[config.mk]
export PLATFORM = sky130hd
export DESIGN_NAME = lane_aligner
export DESIGN_NICKNAME = d
export VERILOG_FILES = /design/src/rtl/lane_align_pkg.sv /design/src/rtl/lane_steer.sv /design/src/rtl/lane_extract.sv /design/src/rtl/beat_seq.sv /design/src/rtl/lane_aligner.sv
export SDC_FILE = /design/constraint.sdc
export NUM_CORES = 2
export LEC_CHECK = 0
export BUFFER_PORTS_ARGS = -buffer_cell sky130_fd_sc_hd__clkbuf_2
export CAP_MARGIN = 20
export CORE_AREA = 2 2 305 307
export DETAILED_ROUTE_END_ITERATION = 12
export DIE_AREA = 0 0 307 309
export PLACE_DENSITY = 0.47
export SYNTH_ARGS = -nofsm -noshare
export SYNTH_HDL_FRONTEND = slang
export SYNTH_SLANG_ARGS = --single-unit
[constraint.sdc]
create_clock -name clk -period 2.6 [get_ports clk]
set_clock_uncertainty 0.2 [all_clocks]
set_input_delay 0 -clock clk [delete_from_list [all_inputs] [get_ports clk]]
set_output_delay 0 -clock clk [all_outputs]
set_load 0.02 [all_outputs]
[src/rtl/lane_align_pkg.sv]
// Shared types and helpers for the byte-lane aligner.
// Assumes the request size code is 2 bits wide and that code 3 is a line.
package lane_align_pkg;

    typedef enum logic [1:0] {
        SZ_BYTE = 2'd0,
        SZ_WORD = 2'd1,
        SZ_LONG = 2'd2,
        SZ_LINE = 2'd3
    } xfer_size_e;

    // Number of bytes moved by a single-size request; a line returns 0.
    function automatic int size_nbytes(xfer_size_e sz);
        case (sz)
            SZ_BYTE: return 1;
            SZ_WORD: return 2;
            SZ_LONG: return 4;
            default: return 0;
        endcase
    endfunction

endpackage

[src/rtl/lane_steer.sv]
// Write-side lane steering for single-size requests.
// Shifts right-justified write data up to the lanes chosen by the group
// offset and builds the matching byte enables. Lanes not used are zero.
// Assumes the offset has already been checked for alignment and that
// SINGLE_BYTES <= BUS_BYTES.
module lane_steer
    import lane_align_pkg::*;
#(
    parameter int BUS_BYTES    = 8,
    parameter int SINGLE_BYTES = 4,
    localparam int OFF_W    = $clog2(BUS_BYTES),
    localparam int BUS_W    = 8 * BUS_BYTES,
    localparam int SINGLE_W = 8 * SINGLE_BYTES
) (
    input  xfer_size_e            size,
    input  logic [OFF_W-1:0]      offset,
    input  logic [SINGLE_W-1:0]   wdata,
    output logic [BUS_BYTES-1:0]  be,
    output logic [BUS_W-1:0]      wdata_bus
);

    logic [SINGLE_BYTES-1:0] keep_bytes;
    logic [SINGLE_W-1:0]     keep_mask;

    // One keep flag per source byte: set for the bytes the size covers.
    for (genvar i = 0; i < SINGLE_BYTES; i++) begin : g_keep
        assign keep_bytes[i]       = (i < size_nbytes(size));
        assign keep_mask[8*i +: 8] = {8{keep_bytes[i]}};
    end

    // Move enables and masked data up by the group offset.
    assign be        = BUS_BYTES'(keep_bytes) << offset;
    assign wdata_bus = BUS_W'(wdata & keep_mask) << {offset, 3'b000};

endmodule

[src/rtl/lane_extract.sv]
// Read-side realignment for single-size requests.
// Moves the lanes chosen by the group offset down to bit 0 and clears
// every byte above the access size. Assumes an aligned offset.
module lane_extract
    import lane_align_pkg::*;
#(
    parameter int BUS_BYTES    = 8,
    parameter int SINGLE_BYTES = 4,
    localparam int OFF_W    = $clog2(BUS_BYTES),
    localparam int BUS_W    = 8 * BUS_BYTES,
    localparam int SINGLE_W = 8 * SINGLE_BYTES
) (
    input  xfer_size_e           size,
    input  logic [OFF_W-1:0]     offset,
    input  logic [BUS_W-1:0]     rdata_bus,
    output logic [SINGLE_W-1:0]  rdata
);

    logic [SINGLE_W-1:0] keep_mask;
    logic [BUS_W-1:0]    shifted;

    // Per result byte: keep it only if it lies inside the access size.
    for (genvar i = 0; i < SINGLE_BYTES; i++) begin : g_keep
        assign keep_mask[8*i +: 8] = {8{i < size_nbytes(size)}};
    end

    // Shift down to bit 0, then zero-extend above the access size.
    assign shifted = rdata_bus >> {offset, 3'b000};
    assign rdata   = shifted[SINGLE_W-1:0] & keep_mask;

endmodule

[src/rtl/beat_seq.sv]
// Beat address sequencer.
// Loads the 8-byte group address of a request and walks the groups of the
// enclosing line, wrapping inside it. A single-size request is one beat.
// Assumes LINE_BEATS is a power of two and that load and advance never
// occur in the same cycle.
module beat_seq #(
    parameter int ADDR_W     = 32,
    parameter int BUS_BYTES  = 8,
    parameter int LINE_BEATS = 4,
    localparam int OFF_W  = $clog2(BUS_BYTES),
    localparam int BEAT_W = $clog2(LINE_BEATS),
    localparam int GRP_W  = ADDR_W - OFF_W,
    localparam int HI_W   = GRP_W - BEAT_W
) (
    input  logic               clk,
    input  logic               rst_n,
    input  logic               load,
    input  logic [GRP_W-1:0]   load_group,
    input  logic               load_line,
    input  logic               advance,
    output logic [ADDR_W-1:0]  beat_addr,
    output logic [BEAT_W-1:0]  beat_idx,
    output logic               beat_last
);

    logic [HI_W-1:0]   hi_q;
    logic [BEAT_W-1:0] first_q;
    logic [BEAT_W-1:0] cnt_q;
    logic              line_q;

    // Capture the request group on load; count beats on each handshake.
    always_ff @(posedge clk) begin
        if (!rst_n) begin
            hi_q    <= '0;
            first_q <= '0;
            cnt_q   <= '0;
            line_q  <= 1'b0;
        end else if (load) begin
            hi_q    <= load_group[GRP_W-1 -: HI_W];
            first_q <= load_group[BEAT_W-1:0];
            cnt_q   <= '0;
            line_q  <= load_line;
        end else if (advance && !beat_last) begin
            cnt_q <= cnt_q + 1'b1;
        end
    end

    // Position in the line wraps naturally in BEAT_W bits.
    assign beat_idx  = first_q + cnt_q;
    assign beat_addr = {hi_q, beat_idx, {OFF_W{1'b0}}};
    assign beat_last = !line_q || (cnt_q == BEAT_W'(LINE_BEATS - 1));

    // Each accepted non-final beat is followed by the next group of the same line.
    assert_beat_wrap_R8: assert property (@(posedge clk) disable iff (!rst_n)
        (advance && !beat_last) |=>
            (beat_idx == BEAT_W'($past(beat_idx) + 1'b1)) && $stable(hi_q));

endmodule

[src/rtl/lane_aligner.sv]
// Little-endian byte-lane aligner, top level.
// Accepts one request at a time, rejects misaligned single-size requests,
// drives one beat (single) or four wrapped beats (line) on the 64-bit bus
// and returns a one-cycle response. Assumes the bus keeps bus_rdata valid
// in the cycle it raises bus_ready for a read beat.
module lane_aligner
    import lane_align_pkg::*;
#(
    parameter int ADDR_W       = 32,
    parameter int BUS_BYTES    = 8,
    parameter int LINE_BEATS   = 4,
    parameter int SINGLE_BYTES = 4,
    localparam int OFF_W    = $clog2(BUS_BYTES),
    localparam int BEAT_W   = $clog2(LINE_BEATS),
    localparam int BUS_W    = 8 * BUS_BYTES,
    localparam int LINE_W   = BUS_W * LINE_BEATS,
    localparam int SINGLE_W = 8 * SINGLE_BYTES
) (
    input  logic                  clk,
    input  logic                  rst_n,
    input  logic                  req_valid,
    output logic                  req_ready,
    input  logic                  req_write,
    input  logic [1:0]            req_size,
    input  logic [ADDR_W-1:0]     req_addr,
    input  logic [SINGLE_W-1:0]   req_wdata,
    input  logic [LINE_W-1:0]     req_line_wdata,
    output logic                  bus_valid,
    input  logic                  bus_ready,
    output logic [ADDR_W-1:0]     bus_addr,
    output logic [BUS_BYTES-1:0]  bus_be,
    output logic [BUS_W-1:0]      bus_wdata,
    output logic                  bus_last,
    input  logic [BUS_W-1:0]      bus_rdata,
    output logic                  rsp_valid,
    output logic                  rsp_err,
    output logic [SINGLE_W-1:0]   rsp_rdata,
    output logic [LINE_W-1:0]     rsp_line_rdata
);

    typedef enum logic {ST_IDLE, ST_BUSY} state_e;

    state_e               state_q;
    logic                 wr_q;
    xfer_size_e           size_q;
    logic [OFF_W-1:0]     off_q;
    logic [SINGLE_W-1:0]  wdata_q;
    logic [LINE_W-1:0]    line_wdata_q;
    logic [LINE_W-1:0]    line_buf_q;

    xfer_size_e           req_sz;
    logic [OFF_W-1:0]     req_off;
    logic                 misaligned;
    logic                 accept;
    logic                 start_ok;
    logic                 handshake;
    logic                 is_line;
    logic [BEAT_W-1:0]    beat_idx;
    logic                 beat_last;
    logic [BUS_BYTES-1:0] steer_be;
    logic [BUS_W-1:0]     steer_wdata;
    logic [SINGLE_W-1:0]  extract_rdata;

    // Request decode: size, group offset and alignment check.
    always_comb begin
        req_sz     = xfer_size_e'(req_size);
        req_off    = req_addr[OFF_W-1:0];
        misaligned = (req_sz != SZ_LINE) &&
                     ((req_off & OFF_W'(size_nbytes(req_sz) - 1)) != '0);
    end

    assign req_ready = (state_q == ST_IDLE) && !rsp_valid;
    assign accept    = req_valid && req_ready;
    assign start_ok  = accept && !misaligned;
    assign bus_valid = (state_q == ST_BUSY);
    assign handshake = bus_valid && bus_ready;
    assign is_line   = (size_q == SZ_LINE);

    // Beat address generation and line wrap.
    beat_seq #(
        .ADDR_W     (ADDR_W),
        .BUS_BYTES  (BUS_BYTES),
        .LINE_BEATS (LINE_BEATS)
    ) u_seq (
        .clk        (clk),
        .rst_n      (rst_n),
        .load       (start_ok),
        .load_group (req_addr[ADDR_W-1:OFF_W]),
        .load_line  (req_sz == SZ_LINE),
        .advance    (handshake),
        .beat_addr  (bus_addr),
        .beat_idx   (beat_idx),
        .beat_last  (beat_last)
    );

    // Write lane steering for single-size beats.
    lane_steer #(
        .BUS_BYTES    (BUS_BYTES),
        .SINGLE_BYTES (SINGLE_BYTES)
    ) u_steer (
        .size      (size_q),
        .offset    (off_q),
        .wdata     (wdata_q),
        .be        (steer_be),
        .wdata_bus (steer_wdata)
    );

    // Read realignment for single-size beats.
    lane_extract #(
        .BUS_BYTES    (BUS_BYTES),
        .SINGLE_BYTES (SINGLE_BYTES)
    ) u_extract (
        .size      (size_q),
        .offset    (off_q),
        .rdata_bus (bus_rdata),
        .rdata     (extract_rdata)
    );

    // Bus-side beat contents.
    always_comb begin
        bus_last = beat_last;
        if (is_line) begin
            bus_be    = '1;
            bus_wdata = wr_q ? line_wdata_q[int'(beat_idx)*BUS_W +: BUS_W] : '0;
        end else begin
            bus_be    = steer_be;
            bus_wdata = wr_q ? steer_wdata : '0;
        end
    end

    // Control state and captured request fields.
    always_ff @(posedge clk) begin
        if (!rst_n) begin
            state_q      <= ST_IDLE;
            wr_q         <= 1'b0;
            size_q       <= SZ_BYTE;
            off_q        <= '0;
            wdata_q      <= '0;
            line_wdata_q <= '0;
        end else if (start_ok) begin
            state_q      <= ST_BUSY;
            wr_q         <= req_write;
            size_q       <= req_sz;
            off_q        <= req_off;
            wdata_q      <= req_wdata;
            line_wdata_q <= req_line_wdata;
        end else if (handshake && beat_last) begin
            state_q <= ST_IDLE;
        end
    end

    // Response pulse and error flag.
    always_ff @(posedge clk) begin
        if (!rst_n) begin
            rsp_valid <= 1'b0;
            rsp_err   <= 1'b0;
        end else begin
            rsp_valid <= (accept && misaligned) || (handshake && beat_last);
            rsp_err   <= accept && misaligned;
        end
    end

    // Read data capture: single result and line buffer by line position.
    always_ff @(posedge clk) begin
        if (!rst_n) begin
            rsp_rdata  <= '0;
            line_buf_q <= '0;
        end else if (handshake && !wr_q) begin
            if (is_line) begin
                line_buf_q[int'(beat_idx)*BUS_W +: BUS_W] <= bus_rdata;
            end else begin
                rsp_rdata <= extract_rdata;
            end
        end
    end

    assign rsp_line_rdata = line_buf_q;

    // A byte beat drives exactly one lane.
    assert_byte_one_lane_R1: assert property (@(posedge clk) disable iff (!rst_n)
        (bus_valid && size_q == SZ_BYTE) |-> ($countones(bus_be) == 1));

    // A word beat drives exactly two lanes.
    assert_word_two_lanes_R2: assert property (@(posedge clk) disable iff (!rst_n)
        (bus_valid && size_q == SZ_WORD) |-> ($countones(bus_be) == 2));

    // Line beats enable every lane.
    assert_line_all_lanes_R7: assert property (@(posedge clk) disable iff (!rst_n)
        (bus_valid && is_line) |-> (bus_be == '1));

    // A stalled beat is held unchanged.
    assert_stall_hold_R10: assert property (@(posedge clk) disable iff (!rst_n)
        (bus_valid && !bus_ready) |=>
            (bus_valid && $stable(bus_addr) && $stable(bus_be) && $stable(bus_wdata)));

    // An error response never comes with a bus beat.
    assert_err_no_beat_R6: assert property (@(posedge clk) disable iff (!rst_n)
        rsp_err |-> (!bus_valid && rsp_valid));

    // The response lasts exactly one cycle.
    assert_rsp_pulse_R11: assert property (@(posedge clk) disable iff (!rst_n)
        rsp_valid |=> !rsp_valid);

endmodule

Word level (Yosys, flattened, before mapping):

Cells that the tools add are included.

* mux-type cells: 9
* shift operators: 6
* equal/unequal tests: 8
* bitwise operators: 6
* reductions and logical operators: 23
* order comparisons: 4
* add/subtract/negate cells: 4

Operators with widths (count)
* bitwise mux 256 bit: 1
* variable shift 64 x 33 -> 256 bit, first input constant: 1
* indexed part select 256 x 9 -> 64 bit: 1
* indexed part select 64 x 33 -> 256 bit: 1
* two-way mux 64 bit: 3
* bitwise AND 32 bit: 2
* left shift 64 x 6 -> 64 bit: 1
* right shift 64 x 6 -> 32 bit: 1
* negation 8 -> 33 bit: 1
* < comparator 2 x 32 -> 1 bit, first input constant: 1
* case mux 3 bit (3 select lines): 2
* == test 2 bit, second input constant: 5
* logical AND 1 bit: 9
* two-way mux 8 bit: 1
* left shift 4 x 3 -> 8 bit: 1
* < comparator 2 x 3 -> 1 bit, first input constant: 2
* zero test 1 bit: 5
* == test 2 x 1 -> 1 bit, second input constant: 2
* zero test 2 bit: 2
* AND reduction 2 bit: 2
* bitwise AND 3 bit: 1
* < comparator 1 x 3 -> 1 bit, first input constant: 1
* inverter 1 bit: 3
* nonzero test 3 bit: 1
* 8 further kinds: 10

* input port bits: 391
* output and inout port bits: 397
* bits in registers: 617

Depth between registers and ports, before layout:

* depth after elaboration: 9
* gate-level depth with buffers: 12
* gate-level depth less buffers: 7

By module:

From an unflattened synthesis, not the netlist that was laid out.

* cell total of the unflattened synthesis: 3333
* area, all modules: 28080.7 sq um

By module, submodules not included
* lane_aligner: instances 1, area each 23256.1 sq um, cells each 2787
* lane_extract: instances 1, area each 1779.2 sq um, cells each 176
* lane_steer: instances 1, area each 1714.1 sq um, cells each 253
* beat_seq: instances 1, area each 1331.3 sq um, cells each 117

Worst setup path before layout:

Ideal clock, no wire load.

* path kind: register -> register
* start point: register u_seq.cnt_q[0]
* end point: register line_buf_q[10], in the netlist rsp_line_rdata[10]
* cell stages (with the launch flop): 13
* slack: -157 ps
* data arrival time: 2430 ps
* setup time: 128 ps
* path through: dfxtp_1 > ha_1 > xnor3_1 > buf_2 > buf_2 > buf_2 > ha_1 > nor2b_1 > and4_1 > buf_2 > buf_2 > a22oi_1 > nor2_1

* longest elaborated chain between the ends: 4

RTL lines
* start, declared: line beat_seq.sv:28 `logic [BEAT_W-1:0] cnt_q;`
* start signal, assigned: line beat_seq.sv:44 `cnt_q <= cnt_q + 1'b1;`
* adder 2 bit *: line beat_seq.sv:49 `assign beat_idx = first_q + cnt_q;`
* negation 8 -> 33 bit *: line lane_aligner.sv:170 `line_buf_q[int'(beat_idx)*BUS_W +: BUS_W] <= bus_rdata;`
* indexed part select 64 x 33 -> 256 bit / variable shift 64 x 33 -> 256 bit (equally long branches): line lane_aligner.sv:170
* bitwise mux 256 bit *: line lane_aligner.sv:170
* end signal, assigned by index: line lane_aligner.sv:170
* end, declared: line lane_aligner.sv:49 `logic [LINE_W-1:0] line_buf_q;`

Mark *: on every way between the ends. The rest lies on a longest branch, timed or not.
A chain may end at the register's enable or synchronous reset.

Worst setup path after layout:

* start point: register u_seq.cnt_q[0]
* end point: output bus_wdata[4]

* longest elaborated chain between the ends: 4

RTL lines
* adder 2 bit: line beat_seq.sv:49
* indexed part select 256 x 9 -> 64 bit: line lane_aligner.sv:124 `bus_wdata = wr_q ? line_wdata_q[int'(beat_idx)*BUS_W +: BUS_W] : '0;`
* two-way mux 64 bit: line lane_aligner.sv:124
* two-way mux 64 bit: line lane_aligner.sv:122 `if (is_line) begin`
* end, declared: line lane_aligner.sv:32 `output logic [BUS_W-1:0] bus_wdata,`

No other way between the ends.

==> metrics.txt <==
Rows ~110; EDFF count, synth 0; Chip Height 309 um; GPL Wtd Cong 0.860; layout cells sized above 1 0.297; ys flop type dfxtp_1; CP max stage cell xnor3_4; chip width between 300 and 400 um; clk sink count about 620; GR Util met2 0.453; Inst Count DP ~4900; post-route ant nets 0; pwr/cell area roughly 560 mW/mm2; cts bufs inserted 75; CTS tree built; RSZ-0062 raised after global routing yes; Die ar. about 0.095 mm2; Hold Crit Class primary input to flip-flop; Final Hold Viols 0; met3 Use GR 0.0614; max frequency approximately 340 MHz; post-synth cell types about 60; worst skew pair latency approximately 0.64 ns; largest net degree at the start of global routing between 150 and 200; Initial Util 0.279; routed vias 29700; Worst Setup Path Type flip-flop to output pin; Cell Count, Final, Fillers Out approximately 5800; buffers added on ports about 780; total gr overflow 0; Yosys warnings 0; Clock Pin Slew Worst Setup and Hold Paths roughly 0.06 ns; Synth Register Bits between 600 and 700; most frequent cells in the layout nand2_1, dlygate4sd3_1, clkbuf_2; Setup violations, final approximately 230; post-synthesis async set-or-reset flop share 0; Critical Path AT about 2.7 ns; crit path capture type output pin; crit-path cells ha_2 > xnor3_4 > clkinv_8 > buf_12 > buf_12 > clkbuf_16 > nand2_4 > a21oi_2 > a211o_1 > buf_6; Area growth syn-to-layout 73.9%; First-pass DRT Iterations 5; global routing usage on met1 0.312; most frequent CP cell buf_12; Root Driver clkbuf_16; antenna violations before repair 17; core area between 0.09 and 0.1 mm2; IO Count a little under 800; DRC Markers 0; Max FO, Critical Path 7; status complete, but fails checks; Hold WS approximately 0.036 ns; final worst slack -0.310 ns; HPWL Detailed between 80 and 90 mm; CP Data Required Time 2.40 ns; CP delay by family, top buffers and inverters; startpoint types flip-flop; Final Core Density 0.485; Post-Synthesis Cells a little over 3000; H-tree Lvls 3; vias in the first global route 29100; slew of the pin with the lowest slew margin 1.02 ns; buffer and inverter count on the worst path 5; VDD IR-drop max 0.448 mV; DR WL/cell 23.3 um; DRT iter0 DRCs between 2000 and 2500; crit-path max cell delay between 0.3 and 0.4 ns; DR vias/cell about 5.1; Post-layout nets 4982; mapped cell area approximately 0.026 mm2; first-pass GRT wire length between 150 and 200 mm; Overall Global Routing Usage 0.262; Pwr Total around 25 mW; Worst slew margin 0.321; post-synthesis average cell area 8.38 um2; final wirelength 136 mm; Max Slew Vio Count 0; failing checks setup timing; most common library cell in the layout ignoring fill and taps nand2_1; Reg2Reg Setup Slack -0.14 ns; CTS Buffer Depth 3; period utilization 1.12; post-synthesis sequential area ratio 0.484; most crowded layer after global routing met2; leakage power about 19 nW; MaxCap Viol Count 0; clock period minus worst slack around 2.9 ns
-- power by group --
part / internal, mW / leakage (nW) / switching, mW / total (mW)
Clock: 6.28 / 1.21 / 4.44 / 10.7
Sequential: 9.81 / 5.02 / 0.279 / 10.1
Combinational: 1.92 / 12.6 / 2.14 / 4.07
Total: 18.0 / 18.8 / 6.86 / 24.9
-- registers in the layout, summed over array words and instances, names as in the netlist, 2 cells and up --
register / cells
rsp_line_rdata: 256
u_seq.first_q: 2
wdata_q: 32
off_q: 3
size_q: 2
line_wdata_q: 256
u_seq.cnt_q: 2
rsp_rdata: 32
u_seq.hi_q: 27
-- synth_stat cells, drive strengths merged (7+ instances only) --
cell type  instances  area share
a32oi              9      0.0031
nand3             10      0.0020
a211o             38       0.013
nor2b             15      0.0037
mux2               8      0.0035
a22o             142       0.049
clkbuf           136       0.020
buf              137       0.028
nor2             148       0.022
a21oi            427       0.084
o21ai             46      0.0090
a221o             10      0.0039
and3b             22      0.0076
o22ai             23      0.0056
and2               7      0.0017
dfxtp            617        0.48
o2bb2ai           10      0.0034
a221oi             7      0.0024
a22oi            128       0.038
nand2            893        0.13
o22a               9      0.0031
mux2i             76       0.030
a31oi             14      0.0039
and3               9      0.0022
mux4              21       0.019
-- worst paths after layout --
check / cells after the start / end / from
min reg2reg: 2 / line_wdata_q[183] / line_wdata_q[183]
min: 4 / wdata_q[19] / req_wdata[19]
max reg2reg: 11 / rsp_line_rdata[111] / u_seq.cnt_q[0]
max: 10 / bus_wdata[4] / u_seq.cnt_q[0]
-- logic make-up (layout without fill, tap and decap cells) --
logic type,after synthesis,count (layout),share of synthesized area
other cells,1,15,0.000147
buf+inv,281,1875,0.0494
mux,105,105,0.0519
fa+ha+maj,6,6,0.00294
xor+xnor,2,2,0.00123
flops,617,617,0.484
compound gates,893,893,0.228
simple gates,1138,1139,0.183
-- metal layers --
layer,up-vias,wire length (um)
met5,-,52
met4,8,5700
met3,311,9530
met2,1243,66600
met1,14500,54300
li1,13700,-
-- area by class of cell --
cell class                 count  area, um2
tap                         1186       1480
clock inverter                23        332
inverter                       8       55.1
antenna                       12       30.0
fill                        8575      47000
sequential                   617      12400
timing repair buffer        1735      14700
multi-input combinational   2148      13200
clock buffer                 109       2140
-- tightest hold or removal path, cell delays in order --
cell and delay (ns):
dlygate4sd3_1 0.57, clkbuf_2 0.12, nand2_1 0.07, a21oi_1 0.06
-- what timing repair did --
item	4_1_cts	5_1_grt
hold endpoints to repair	617	0
gates resized for setup	268	245
setup endpoints to repair	69	333
setup buffers	37	28
pin swaps	83	83
hold buffers	730	0
gates cloned	8	26
-- stage by stage --
step,cell area (um2),TNS (ns),worst slack [ns]
final,44300,-28.02,-0.310
after global routing,44300,-47.03,-0.382
after CTS,42700,-18.96,-0.404
after detailed placement,31300,0,0.000375
after global placement,31300,0,0.0184
after floorplan,25500,0,0.0386
No activity file was read; power rests on OpenSTA's default activity.
